## config.mk

```make
export PLATFORM = sky130hd
export DESIGN_NAME = host_cmd_port
export DESIGN_NICKNAME = d
export VERILOG_FILES = /design/src/rtl/hcp_pkg.sv /design/src/rtl/hcp_zext.sv /design/src/rtl/hcp_decode.sv /design/src/rtl/hcp_exit_reg.sv /design/src/rtl/hcp_char_reg.sv /design/src/rtl/host_cmd_port.sv
export SDC_FILE = /design/constraint.sdc
export NUM_CORES = 1
export LEC_CHECK = 0
export BUFFER_PORTS_ARGS = -buffer_cell sky130_fd_sc_hd__buf_4
export CORE_AREA = 2 2 103 105
export CTS_CLUSTER_DIAMETER = 30
export DETAILED_ROUTE_END_ITERATION = 7
export DIE_AREA = 0 0 105 107
export HOLD_SLACK_MARGIN = 0.12
export PLACE_DENSITY = 0.62
export SLEW_MARGIN = 20
export SYNTH_ARGS = -nofsm -noshare
export SYNTH_HDL_FRONTEND = slang
export SYNTH_SLANG_ARGS = --single-unit
```

## constraint.sdc

```tcl
create_clock -name clk -period 3.4 [get_ports clk]
set_input_delay 0.34 -clock clk [delete_from_list [all_inputs] [get_ports clk]]
set_output_delay 0.34 -clock clk [all_outputs]
set_load 0.02 [all_outputs]
```

## src/rtl/hcp_pkg.sv

```systemverilog
package hcp_pkg;
  localparam int unsigned CMD_W     = 64;
  localparam int unsigned DEV_W     = 8;
  localparam int unsigned OP_W      = 8;
  localparam int unsigned PAY_W     = 48;
  localparam int unsigned SIZE_W    = 2;
  localparam logic [7:0]  DEV_EXIT  = 8'h00;
  localparam logic [7:0]  DEV_TERM  = 8'h01;
  localparam logic [7:0]  OP_GET    = 8'h00;
  localparam logic [7:0]  OP_PUT    = 8'h01;

  // Field order is fixed by the command encoding: device on top.
  typedef struct packed {
    logic [DEV_W-1:0] dev;
    logic [OP_W-1:0]  op;
    logic [PAY_W-1:0] payload;
  } hcp_cmd_t;

  typedef enum logic [1:0] {
    ACT_NONE = 2'd0,
    ACT_EXIT = 2'd1,
    ACT_CHAR = 2'd2,
    ACT_BAD  = 2'd3
  } hcp_act_t;
endpackage

```

## src/rtl/hcp_zext.sv

```systemverilog
module hcp_zext
  import hcp_pkg::*;
#(
  parameter int unsigned DATA_W = CMD_W
) (
  input  logic [SIZE_W-1:0] size,
  input  logic [DATA_W-1:0] data_in,
  output logic [DATA_W-1:0] data_out
);
  localparam int unsigned NBYTES = DATA_W / 8;

  logic [31:0] lanes;
  assign lanes = 32'd1 << size;

  for (genvar i = 0; i < NBYTES; i++) begin : g_lane
    assign data_out[8*i +: 8] = (lanes > 32'(i)) ? data_in[8*i +: 8] : 8'h00;
  end
endmodule

```

## src/rtl/hcp_decode.sv

```systemverilog
module hcp_decode
  import hcp_pkg::*;
#(
  parameter int unsigned EXIT_W = 64,
  parameter int unsigned CHAR_W = 8
) (
  input  logic              valid,
  input  hcp_cmd_t          cmd,
  output hcp_act_t          act,
  output logic [EXIT_W-1:0] exit_val,
  output logic [CHAR_W-1:0] char_val
);
  assign exit_val = EXIT_W'(cmd.payload[PAY_W-1:1]);
  assign char_val = cmd.payload[CHAR_W-1:0];

  always_comb begin
    act = ACT_NONE;
    if (valid) begin
      unique case (cmd.dev)
        DEV_EXIT: act = cmd.payload[0] ? ACT_EXIT : ACT_NONE;
        DEV_TERM: begin
          if (cmd.op == OP_PUT)      act = ACT_CHAR;
          else if (cmd.op == OP_GET) act = ACT_NONE;
          else                       act = ACT_BAD;
        end
        default:  act = ACT_BAD;
      endcase
    end
  end
endmodule

```

## src/rtl/hcp_exit_reg.sv

```systemverilog
module hcp_exit_reg #(
  parameter int unsigned EXIT_W = 64
) (
  input  logic              clk,
  input  logic              rst_n,
  input  logic              load_en,
  input  logic [EXIT_W-1:0] load_val,
  output logic              done,
  output logic [EXIT_W-1:0] code
);
  logic              done_q, done_d;
  logic [EXIT_W-1:0] code_q, code_d;

  always_comb begin
    done_d = done_q | load_en;
    code_d = load_en ? load_val : code_q;
  end

  always_ff @(posedge clk or negedge rst_n) begin
    if (!rst_n) begin
      done_q <= 1'b0;
      code_q <= '0;
    end else begin
      done_q <= done_d;
      code_q <= code_d;
    end
  end

  assign done = done_q;
  assign code = code_q;
endmodule

```

## src/rtl/hcp_char_reg.sv

```systemverilog
module hcp_char_reg #(
  parameter int unsigned CHAR_W = 8
) (
  input  logic              clk,
  input  logic              rst_n,
  input  logic              fire,
  input  logic              bad,
  input  logic [CHAR_W-1:0] char_in,
  output logic              strobe,
  output logic [CHAR_W-1:0] char_out,
  output logic              err
);
  logic              strobe_q, err_q;
  logic [CHAR_W-1:0] char_q, char_d;

  always_comb begin
    char_d = fire ? char_in : char_q;
  end

  always_ff @(posedge clk or negedge rst_n) begin
    if (!rst_n) begin
      strobe_q <= 1'b0;
      err_q    <= 1'b0;
      char_q   <= '0;
    end else begin
      strobe_q <= fire;
      err_q    <= bad;
      char_q   <= char_d;
    end
  end

  assign strobe   = strobe_q;
  assign char_out = char_q;
  assign err      = err_q;
endmodule

```

## src/rtl/host_cmd_port.sv

```systemverilog
module host_cmd_port
  import hcp_pkg::*;
#(
  parameter int unsigned EXIT_W = 64,
  parameter int unsigned CHAR_W = 8
) (
  input  logic              clk,
  input  logic              rst_n,
  input  logic              wr_en,
  input  logic [1:0]        wr_size,
  input  logic [63:0]       wr_data,
  output logic [63:0]       rd_data,
  output logic              done,
  output logic [EXIT_W-1:0] exit_code,
  output logic              char_valid,
  output logic [CHAR_W-1:0] char_data,
  output logic              unknown_cmd
);
  // Reset: asserted asynchronously, released on the clock.
  logic [1:0] rst_pipe_q;
  logic       rst_sync_n;

  always_ff @(posedge clk or negedge rst_n) begin
    if (!rst_n) rst_pipe_q <= 2'b00;
    else        rst_pipe_q <= {rst_pipe_q[0], 1'b1};
  end
  assign rst_sync_n = rst_pipe_q[1];

  logic [CMD_W-1:0]  ext_word;
  hcp_cmd_t          cmd;
  hcp_act_t          act;
  logic [EXIT_W-1:0] exit_val;
  logic [CHAR_W-1:0] char_val;

  hcp_zext #(.DATA_W(CMD_W)) u_zext (
    .size     (wr_size),
    .data_in  (wr_data),
    .data_out (ext_word)
  );

  assign cmd = hcp_cmd_t'(ext_word);

  hcp_decode #(.EXIT_W(EXIT_W), .CHAR_W(CHAR_W)) u_decode (
    .valid    (wr_en),
    .cmd      (cmd),
    .act      (act),
    .exit_val (exit_val),
    .char_val (char_val)
  );

  hcp_exit_reg #(.EXIT_W(EXIT_W)) u_exit (
    .clk      (clk),
    .rst_n    (rst_sync_n),
    .load_en  (act == ACT_EXIT),
    .load_val (exit_val),
    .done     (done),
    .code     (exit_code)
  );

  hcp_char_reg #(.CHAR_W(CHAR_W)) u_char (
    .clk      (clk),
    .rst_n    (rst_sync_n),
    .fire     (act == ACT_CHAR),
    .bad      (act == ACT_BAD),
    .char_in  (char_val),
    .strobe   (char_valid),
    .char_out (char_data),
    .err      (unknown_cmd)
  );

  assign rd_data = '0;
endmodule

```

# == Word-level counts from Yosys, hierarchy flattened ==
# Cells that the tools add are included.
# W data, S select, Z words.
# word_totals
reg_bits,60
inputBits,69
out_inout_bits,139
elab_cells,36
# op_classes
n_lt_le_gt_ge,8
n_eq_ne,5
n_shift,1
mux,13
bitwise_logic,1
reduce_logical,2
# ops
operator,count
$gt A32 B3 Y1 const B,4
$gt A32 B1 Y1 const B,2
$gt A32 B2 Y1 const B,2
$mux W8,8
$shl A1 B2 Y32 const A,1
$eq A8 B1 Y1 const B,2
$logic_not A8 Y1,2
$mux W2,3
$eq A2 B2 Y1 const B,2
$pmux W2 S2,1
$eq A2 B1 Y1 const B,1
$mux W1,1
$or A1 B1 Y1,1

# == Depth between registers and ports, before layout ==
# logic_depth
word_depth,10
mapped_depth,6
mapped_depth_nobuf,4

# == By module ==
# Synthesis repeated with hierarchy kept, for this count alone.
# unflattened
hier_cells,384
hier_area_um2,4642.0
# by_module_without_submodules
module,n_inst,cells_each,area_each_um2,seq_area_each_um2
hcp_exit_reg,1,137,2610.0,1626.6
hcp_decode,1,83,619.3,0.0
host_cmd_port,1,71,560.5,50.0
hcp_zext,1,74,470.5,0.0
hcp_char_reg,1,19,381.6,250.2

# == Worst setup path before layout ==
# OpenSTA, ideal clock, no wires.
# synth_path
path_kind,input to register
startpoint,in wr_data[60]
endpoint,"reg u_exit.code_q[31], in the netlist u_exit.code[31]"
setup_time_ps,121
t_arrival_ps,2041
required_ps,3279
setup_slack_ps,1239
cell_stages,6
path_buffers,2
cell_sequence,or4_1 o311a_1 or2_1 buf_4 buf_6 a22o_1
# synth_between
elab_chain_len,5
word_cells_on_any_way,6
cone_classes,2 x eq/ne; 3 x mux; 1 x reduce/logical
# synth_lines
element,line_no,source
"start, declared",host_cmd_port.sv:11,"input logic [63:0] wr_data,"
$mux W8 *,hcp_zext.sv:16,assign data_out[8*i +: 8] = (lanes > 32'(i)) ? data_in[8*i +: 8] : 8'h00;
$eq A8 B1 Y1 / $logic_not A8 Y1 (equally long branches),hcp_decode.sv:19,unique case (cmd.dev)
$pmux W2 S2 *,hcp_decode.sv:19,
$mux W2 *,hcp_decode.sv:18,if (valid) begin
$eq A2 B1 Y1 *,host_cmd_port.sv:54,".load_en (act == ACT_EXIT),"
"end signal, assigned",hcp_exit_reg.sv:25,code_q <= code_d;
"end, declared",hcp_exit_reg.sv:12,"logic [EXIT_W-1:0] code_q, code_d;"
# Mark *: on every way between the ends. The rest lies on a longest branch, timed or not.
# A chain may end at the register's enable or synchronous reset.

# == Worst setup path in the final report ==
# layout_path
startpoint,in wr_data[60]
endpoint,"reg u_exit.code_q[2], in the netlist u_exit.code[2]"
# The elaborated chain is that of the path after synthesis.

==> flow_summary.ini <==
[sta]
setup_ws_ps = 995.1
min_period_ps = 2405
rsz0062_at_grt = no
hold_viol_final = 0
max-slew-margin-rel = 0.4209
setup_viol = 0
fin_tns_setup_ps = 0
tightest_slew_ps = 865.0
slew_violations = 0
period_share = 0.7073
fmax_mhz = 415.8
skew_ps = 10.46

[place]
hpwlAfterDp_mm = 5.008
pre_cts_ws_ps = 614.6
io_buffers = 126
place.gp.congestion = 0.6947

[clock_network]
cts_setup_buffers = 0
cts_max_level = 3
clock_latency_ps = 340
cts_tree = yes
cts_buffers = 9
clk_path_buf_depth = 2
cts_root_buf = clkbuf_8
cts.sinks = 60
clk_pin_slew_ps = 80

[layout]
fillers = 1010
area_growth_pct = 34.56
num_antenna_cells = 0
nets = 472
drive_gt1_frac = 0.4044

[pwr]
p_leak_nw = 2.109
pwr-share-clk = 0.403
power_density_nw_per_um2 = 498.1
combPwrFrac = 0.193
p_int_mw = 1.423
seqPwrFrac = 0.404
switching_share = 0.2822
p_sw_uw = 559.4
peakVddDrop_mv = 0.2373

[critical_path]
r2r_start = rst_pipe_q[1]
crit_arrival_ps = 2630
worst_path_most_repeated_cell = buf_4
critical_path_depth = 6
path_cells = buf_4, or4_1, o311a_1, buf_4, or2_2, mux2_2
critPathLaunchType = primary input
end_kind = flip-flop
crit_slowest_cell = or2_2
crit_fanout = 48
critPathKind = primary input to flip-flop
timing.critical_path.buf_inv = 2
required_ps = 3620
slowest_delay_ps = 630
startpoint = wr_data[60]
ff2ff_path_depth = 1
crit_family = simple AND/OR/NAND/NOR gates

[detailed_routing]
routed_wl_mm = 6.649
wl_per_cell_um = 12.22
remaining_drc_errors = 0
drtIter0Drc = 69
drt_pass1_iterations = 4
ant_nets = 0
routed-via-count = 2176
via_per_inst = 4.000

[min_path]
min_from = wr_data[44]
min_path_type = primary input to flip-flop
min_path_cells = 2

[die]
num_io_pins = 208
die_h_um = 107
core_area_sq_um = 10090
start_util = 0.2931
dieArea_sq_um = 11240
rows = 37
die_w_um = 105

[yosys]
synth_cell_types = 27
ys_ff_latch = 60
yosys_most_used_dff = dfrtp_1
ys_top_cells_by_count = 82 x buf_4, 60 x dfrtp_1, 45 x o21ai_0
ys_seq_area_frac = 0.5076
ys_top_cells_by_area = dfrtp_1 51%, buf_4 21%, o21ai_0 7.6%
yosysMostFrequentCell = buf_4
synth_top_cell_by_area = dfrtp_1
synth_top_area_frac = 0.5076
async_reset_ff_frac = 1.000
avgSynthCellArea_sq_um = 10.72
synth_edf_count = 0
synth_area_sq_um = 2958
yosysWarnings = 0
netlist_instances = 276

[global_routing]
grt_pass1_wl_mm = 10.25
grt_max_degree = 49
grt_pass1_vias = 2057
overflow = 0
antenna_found_initial = 0
groute.usage.overall = 0.1183

[flow_run]
drv_cap = 0

[outcome]
status = complete, no violations
path summary, 6_finish.rpt:
kind	slack [ps]	endpoint
worst max-delay path	1000	u_exit.code[2]
worst min-delay path	220	u_exit.code[43]
worst max register to register	2300	u_exit.code[32]
worst min register to register	270	u_exit.code[10]
max in group asynchronous	2300	u_exit.code[32]
min in group asynchronous	270	u_exit.code[10]
metal layers:
layer / share of wire / wire, um / vias to the layer above / track usage
met5: 0 / 0 / - / 0
met4: 0.012 / 80 / 0 / 0.03714
met3: 0.10 / 676 / 8 / 0.05714
met2: 0.49 / 3254 / 132 / 0.1920
met1: 0.40 / 2638 / 1015 / 0.1380
li1: - / - / 1021 / -
layout make-up:
class / instances / area, sq um / share of cell area
flip-flops and latches: 60 / 1503 / 0.3776
multi-input cells: 202 / 1080 / 0.2713
clock buffers: 10 / 137.6 / 0.03458
well taps: 136 / 170.2 / 0.04275
clock inverters: 6 / 111.4 / 0.02798
repair buffers: 130 / 978.4 / 0.2458
what timing repair did:
action,in CTS,in global routing
hold endpoints to repair,2,0
hold buffers,1,0
resized for setup,0,0
endpoints found under the setup margin,0,0
stage by stage:
step	hold WS, ps	instance area (sq um)	total power [mW]	util	instances
floorplan	44.41	3258	1.098	-	356
global placement	124.4	3721	1.195	0.3687	527
detailed placement	124.5	3721	1.202	0.3687	527
CTS	190.4	3980	2.021	0.3944	544
global route	188.3	3980	2.090	0.3944	544
finish	215.3	3980	1.982	0.3944	544
cells in the final DEF, fill, tap and decap left out, types with 2 or more instances in the layout:
master,synthesis,final
clkbuf_8,0,10
dfrtp_1,60,59
mux2_2,14,14
conb_1,2,82
nand2_1,27,27
bufinv_16,0,3
o21ai_0,45,45
o21ai_1,3,3
or2_2,1,2
a22o_1,16,16
buf_4,82,129
logic make-up after synthesis:
logic type | share of synthesized area
AND/OR/NAND/NOR | 0.07022
flip-flops | 0.5076
multiplexers | 0.05711
buffers and inverters | 0.2288
AO/OA/AOI/OAI | 0.1337
other | 0.002539
power by group through the flow:
| stage | Sequential, mW | Combinational, mW | Clock (mW) |
|---|---|---|---|
| after global routing | 0.809 | 0.412 | 0.869 |
| after global placement | 0.814 | 0.381 | 0 |
| after detailed placement | 0.817 | 0.386 | 0 |
| final | 0.801 | 0.383 | 0.799 |
| after CTS | 0.803 | 0.387 | 0.831 |
| after floorplan | 0.881 | 0.217 | 0 |
sequential cells by signal (all words and copies together), names as in the netlist:
signal           flops
u_exit.code         47
u_char.strobe        1
rst_pipe_q           2
u_exit.done          1
u_char.err           1
u_char.char_out      8
(Power assumes the default switching activity.)
